$ cat src/rtl/pk64_pkg.sv
package pk64_pkg;

    localparam int PK_DATA_W = 64;
    localparam int PK_WORD_W = 16;
    localparam int PK_BYTE_W = 8;
    localparam int PK_SUM_W  = 16;
    localparam int PK_WORDS  = PK_DATA_W / PK_WORD_W;
    localparam int PK_BYTES  = PK_DATA_W / PK_BYTE_W;
    localparam int PK_SEL_W  = $clog2(PK_WORDS);
    localparam int PK_IMM_W  = PK_WORDS * PK_SEL_W;

    typedef enum logic [1:0] {
        OP_MULHI = 2'd0,
        OP_SAD   = 2'd1,
        OP_SHUF  = 2'd2,
        OP_RSVD  = 2'd3
    } pk_op_e;

    typedef struct packed {
        pk_op_e                 op;
        logic [PK_DATA_W-1:0]   a;
        logic [PK_DATA_W-1:0]   b;
        logic [PK_IMM_W-1:0]    imm;
    } pk_req_t;

    function automatic logic [PK_BYTE_W-1:0] pk_absdiff(
        input logic [PK_BYTE_W-1:0] x,
        input logic [PK_BYTE_W-1:0] y
    );
        return (x >= y) ? (x - y) : (y - x);
    endfunction

endpackage

$ cat src/rtl/pk64_mulhi.sv
module pk64_mulhi
    import pk64_pkg::*;
#(
    parameter int DATA_W = PK_DATA_W,
    parameter int WORD_W = PK_WORD_W
) (
    input  logic [DATA_W-1:0] a,
    input  logic [DATA_W-1:0] b,
    output logic [DATA_W-1:0] y
);
    localparam int LANES = DATA_W / WORD_W;

    for (genvar i = 0; i < LANES; i++) begin : g_lane
        logic [2*WORD_W-1:0] prod;
        assign prod = {{WORD_W{1'b0}}, a[i*WORD_W +: WORD_W]}
                    * {{WORD_W{1'b0}}, b[i*WORD_W +: WORD_W]};
        assign y[i*WORD_W +: WORD_W] = prod[2*WORD_W-1:WORD_W];
    end

endmodule

$ cat src/rtl/pk64_sad.sv
module pk64_sad
    import pk64_pkg::*;
#(
    parameter int DATA_W = PK_DATA_W,
    parameter int BYTE_W = PK_BYTE_W,
    parameter int SUM_W  = PK_SUM_W
) (
    input  logic [DATA_W-1:0] a,
    input  logic [DATA_W-1:0] b,
    output logic [DATA_W-1:0] y
);
    localparam int NBYTES  = DATA_W / BYTE_W;
    localparam int MAX_SUM = NBYTES * ((1 << BYTE_W) - 1);

    logic [BYTE_W-1:0] diff [NBYTES];
    logic [SUM_W-1:0]  acc;

    for (genvar j = 0; j < NBYTES; j++) begin : g_byte
        assign diff[j] = pk_absdiff(a[j*BYTE_W +: BYTE_W], b[j*BYTE_W +: BYTE_W]);
    end

    always_comb begin
        acc = '0;
        for (int j = 0; j < NBYTES; j++) begin
            acc = acc + SUM_W'(diff[j]);
        end
    end

    always_comb begin
        a_r5_sum_bound: assert (32'(acc) <= 32'(MAX_SUM));
    end

    assign y = {{(DATA_W-SUM_W){1'b0}}, acc};

endmodule

$ cat src/rtl/pk64_shuf.sv
module pk64_shuf
    import pk64_pkg::*;
#(
    parameter int DATA_W = PK_DATA_W,
    parameter int WORD_W = PK_WORD_W
) (
    input  logic [DATA_W-1:0]                          x,
    input  logic [(DATA_W/WORD_W)*$clog2(DATA_W/WORD_W)-1:0] sel,
    output logic [DATA_W-1:0]                          y
);
    localparam int LANES = DATA_W / WORD_W;
    localparam int SEL_W = $clog2(LANES);

    for (genvar i = 0; i < LANES; i++) begin : g_dst
        logic [SEL_W-1:0] src;
        assign src = sel[i*SEL_W +: SEL_W];
        assign y[i*WORD_W +: WORD_W] = x[int'(src)*WORD_W +: WORD_W];
    end

endmodule

$ cat src/rtl/pk64_exec.sv
module pk64_exec
    import pk64_pkg::*;
(
    input  logic                  clk,
    input  logic                  rst,
    input  logic                  in_valid,
    input  logic [1:0]            op,
    input  logic [PK_DATA_W-1:0]  src_a,
    input  logic [PK_DATA_W-1:0]  src_b,
    input  logic [PK_IMM_W-1:0]   imm,
    output logic                  out_valid,
    output logic [PK_DATA_W-1:0]  result
);
    pk_req_t               req;
    logic [PK_DATA_W-1:0]  mul_y;
    logic [PK_DATA_W-1:0]  sad_y;
    logic [PK_DATA_W-1:0]  shf_y;
    logic [PK_DATA_W-1:0]  next_y;

    assign req.op  = pk_op_e'(op);
    assign req.a   = src_a;
    assign req.b   = src_b;
    assign req.imm = imm;

    pk64_mulhi #(.DATA_W(PK_DATA_W), .WORD_W(PK_WORD_W)) u_mulhi (
        .a (req.a), .b (req.b), .y (mul_y)
    );

    pk64_sad #(.DATA_W(PK_DATA_W), .BYTE_W(PK_BYTE_W), .SUM_W(PK_SUM_W)) u_sad (
        .a (req.a), .b (req.b), .y (sad_y)
    );

    pk64_shuf #(.DATA_W(PK_DATA_W), .WORD_W(PK_WORD_W)) u_shuf (
        .x (req.a), .sel (req.imm), .y (shf_y)
    );

    always_comb begin
        unique case (req.op)
            OP_MULHI: next_y = mul_y;
            OP_SAD:   next_y = sad_y;
            OP_SHUF:  next_y = shf_y;
            default:  next_y = '0;
        endcase
    end

    always_ff @(posedge clk) begin
        if (rst) begin
            out_valid <= 1'b0;
            result    <= '0;
        end else begin
            out_valid <= in_valid;
            if (in_valid) begin
                result <= next_y;
            end
        end
    end

    // reset clears both outputs
    a_r1_reset_clear: assert property (@(posedge clk)
        rst |=> (!out_valid && result == '0));

    // strobe follows input valid by one cycle
    a_r2_valid_rise: assert property (@(posedge clk) disable iff (rst)
        in_valid |=> out_valid);
    a_r2_valid_low: assert property (@(posedge clk) disable iff (rst)
        !in_valid |=> !out_valid);

    // idle cycles leave the result untouched
    a_r8_hold_idle: assert property (@(posedge clk) disable iff (rst)
        !in_valid |=> $stable(result));

    // SAD result upper bits stay clear
    a_r5_sad_upper: assert property (@(posedge clk) disable iff (rst)
        (in_valid && op == OP_SAD) |=> (result[PK_DATA_W-1:PK_SUM_W] == '0));

    // reserved opcode yields zero
    a_r7_reserved_zero: assert property (@(posedge clk) disable iff (rst)
        (in_valid && op == OP_RSVD) |=> (result == '0));

endmodule

$ cat config.mk
export PLATFORM = sky130hd
export DESIGN_NAME = pk64_exec
export DESIGN_NICKNAME = d
export VERILOG_FILES = /design/src/rtl/pk64_pkg.sv /design/src/rtl/pk64_mulhi.sv /design/src/rtl/pk64_sad.sv /design/src/rtl/pk64_shuf.sv /design/src/rtl/pk64_exec.sv
export SDC_FILE = /design/constraint.sdc
export NUM_CORES = 2
export LEC_CHECK = 0
export BUFFER_PORTS_ARGS = -buffer_cell sky130_fd_sc_hd__buf_2
export CAP_MARGIN = 15
export CORE_ASPECT_RATIO = 2
export CORE_MARGIN = 5
export CORE_UTILIZATION = 40
export CTS_CLUSTER_DIAMETER = 200
export DETAILED_ROUTE_END_ITERATION = 10
export GPL_TIMING_DRIVEN = 0
export HOLD_SLACK_MARGIN = 0.06
export MAX_ROUTING_LAYER = met4
export PLACE_DENSITY_LB_ADDON = 0.15
export SYNTH_ARGS = -nofsm -noshare
export SYNTH_HDL_FRONTEND = slang
export SYNTH_HIERARCHICAL = 1
export SYNTH_SLANG_ARGS = --single-unit
$ cat constraint.sdc
create_clock -name clk -period 17.6 [get_ports clk]
set_clock_uncertainty 0.15 [all_clocks]
set_input_delay 3.52 -clock clk [delete_from_list [all_inputs] [get_ports clk]]
set_output_delay 3.52 -clock clk [all_outputs]
set_load 0.05 [all_outputs]
==> reports/metrics.yaml <==
floorplan:
  start_util_pct: 40.2
  fp.dieH_um: 485
  fp-row-count: 174
  dieArea_um2: 120000
  die_width_um: 247
  core_area_um2: 112000
  ios: 206
clocking:
  cts_sinks: 65
  cts_buffers: 9
  post_cts_resized: 0
  clk_pin_slew_ns: 0.07
  clock_latency_ns: 0.37
  hold_buffers: 0
  h-tree-depth: 3
  cts_setup_buffers: 0
  cts.path.max_buffers: 2
  cts_root_buf: "clkbuf_16"
  cts_tree: "yes"
setup_path:
  cp_max_fo: 14
  path_cells: "buf_2, clkbuf_1, nand2_1, fa_1, fa_1, fa_1, inv_1, fa_1, fa_1, inv_1, fa_1, inv_1, ha_1, a211oi_1, o211ai_1, a221oi_1, a211oi_1, o311ai_0, nand2_1, a41oi_1, nand3_1, nor2b_1, a211oi_2, nor3_2"
  cp-end-kind: "flop"
  critPathBufInv: 5
  required_ns: 17.67
  cpMostUsedCell: "fa_1"
  cp-start-kind: "primary input"
  critical-path-slowest-cell: "a221oi_1"
  r2r_setup_slack_ns: 16.63
  critPathTopFamily: "adder cells"
  cpPeakStageDelay_ns: 1.14
  worstSetupPathType: "in2reg"
  arrival_ns: 11.48
place:
  portBuffers: 195
  place_hpwl_um: 139000
  place_congestion: 0.935
synthesis:
  synth_ff_type: "dfxtp_1"
  syn_avg_cell_area_um2: 8.93
  yosysWarnings: 6
  syn_area_um2: 45000
  yosysSeqAreaShare_pct: 2.89
  synth_edf_count: 0
  synth_seq_cells: 65
  synth_cell_types: 78
  ys_async_sr_fraction_pct: 0
  synthCells: 5041
grt:
  grt_pass1_vias: 40000
  grt_pass1_wl_um: 246000
  grt_util_all_layers_pct: 28.4
  grt_overflow: 0
  antenna_found_initial: 10
  grt_max_degree: 15
pwr:
  combPwrFrac_pct: 95.5
  pwr-share-seq_pct: 2.3
  vdd_drop_max_mv: 0.343
  power.switching_mw: 5.53
  p_per_area_nw_per_um2: 202
  clockPowerShare_pct: 2.2
  p_sw_share_pct: 56.5
  p_int_mw: 4.26
  p_leak_nw: 24.8
timing:
  finalSetupViolations: 0
  hold_violations: 0
  rsz0062_at_grt: "no"
  finalCritPeriodShare_pct: 64.8
  period_minus_slack_ns: 11.40
  fmax_mhz: 87.7
  worstMarginPinSlew_ns: 1.38
  setup_tns_ns: 0
  relSlewSlack_pct: 7.83
  slew_violations: 0
detailed_routing:
  dr.pass1.iters: 7
  via_per_inst: 5.37
  drt-initial-drc-count: 1795
  antenna_left: 0
  dr_total_vias: 36600
  drc: 0
  wl_per_cell_um: 24.4
  drt_wl_total_um: 166000
hold_path:
  hp-class: "reg2reg"
finish:
  fin_util_pct: 43.2
  syn2layout_area_growth_pct: 7.63
  final_layout_size_suffix_gt1_share_pct: 10.0
  final_nets: 6814
run:
  cap_violations: 0
run_status:
  status: "finished clean"
==> logic make-up after synthesis <==
family / synth area share, %
AOI/OAI and AO/OA: 8.67
xor gates and xnor gates: 2.00
adders and majority gates: 52.0
buffers and inverters: 12.4
DFF: 2.89
muxes: 4.39
other: 0.00833
and+or+nand+nor: 17.6
==> registers in the layout, summed over array words and instances, names as in the netlist <==
name and count:
result 64, out_valid 1
==> path summary, 6_finish.rpt <==
| check | start | end | cells past startpoint |
|---|---|---|---|
| worst min register to register | result[3] | result[3] | 2 |
| worst max register to register | result[60] | result[60] | 2 |
| worst min-delay path | result[3] | result[3] | 2 |
| worst max-delay path | src_a[41] | result[42] | 24 |
==> layer usage <==
metal	global-route usage, %	up-vias	share of wire [%]
met2	51.9	1192	53
met3	3.71	441	4.9
met5	-	-	0
met1	29.1	18800	34
li1	-	16100	-
met4	16.0	0	7.6
==> cells in the final DEF (no fill, tap or decap), types with 68 or more instances in the layout <==
cell	instances
fa_1	835
buf_2	237
a21oi_1	107
clkbuf_1	145
and2_1	471
o22ai_1	68
nor2_1	71
inv_1	1084
ha_1	535
nor2b_1	138
nand2_1	620
==> synthesized netlist by cell type, types with 8 or more instances <==
master       n  area share (%)
inv_1     1084             9.0
fa_1       835              37
nand2_1    620             5.2
ha_1       535              15
and2_1     471             6.5
clkbuf_1   145             1.2
nor2b_1    138             1.9
a21oi_1    107             1.2
nor2_1      71            0.59
o22ai_1     68            0.94
dfxtp_1     65             2.9
xnor2_1     65             1.3
a21o_1      64             1.1
a211oi_2    61             1.7
nor3_2      60             1.3
buf_4       56            0.93
o21ai_0     48            0.53
buf_2       42            0.47
mux2i_1     41            0.91
mux4_2      40             2.0
xor2_1      38            0.74
nor3_1      36            0.40
a211oi_1    32            0.53
nand3_1     27            0.30
nand4_1     27            0.38
mux4_1      24             1.4
a31oi_1     23            0.32
buf_6       21            0.53
o21a_1      16            0.27
nand2b_1    15            0.21
and3_1      11            0.15
o21bai_1    10            0.17
a211o_1      9            0.18
buf_1        9           0.075
nand3b_1     9            0.15
a311oi_1     8            0.16
o31ai_1      8            0.13
or3_1        8            0.11
==> per-stage QoR <==
stage / total power, mW / worst slack [ns] / std cells / hold WS, ns / instance area, um^2
finish: 9.78 / 6.20 / 6815 / 0.390 / 48500
global placement: 9.48 / 5.80 / 6784 / 0.367 / 48100
detailed placement: 9.54 / 5.79 / 6788 / 0.380 / 48100
global route: 10.8 / 5.76 / 6811 / 0.421 / 48500
floorplan: 6.90 / 8.06 / 5093 / 0.625 / 45200
CTS: 9.84 / 6.16 / 6804 / 0.396 / 48400
==> worst register-to-register path: stages, from the launching register on <==
cell and delay (ns):
dfxtp_1 0.48, o22ai_1 0.12, nor3_1 0.15
==> power by group through the flow <==
stage | logic (mW) | registers [mW] | clock network [mW]
3_3_place_gp | 9.25 | 0.230 | 0
3_5_place_dp | 9.31 | 0.231 | 0
4_1_cts | 9.39 | 0.228 | 0.215
2_1_floorplan | 6.56 | 0.340 | 0
6_report | 9.34 | 0.230 | 0.211
5_1_grt | 10.4 | 0.232 | 0.219
==> final cells by class <==
cell class,count,area (um^2)
diodes,11,27.5
well taps,1496,1870
multi-input cells,3667,38300
flip-flops and latches,65,1300
clock buffers,9,225
plain buffers,277,1530
clock inverters,7,103
fillers,11500,63600
repair buffers,199,1010
inverters,1084,4070
No activity file was read; power rests on OpenSTA's default activity.
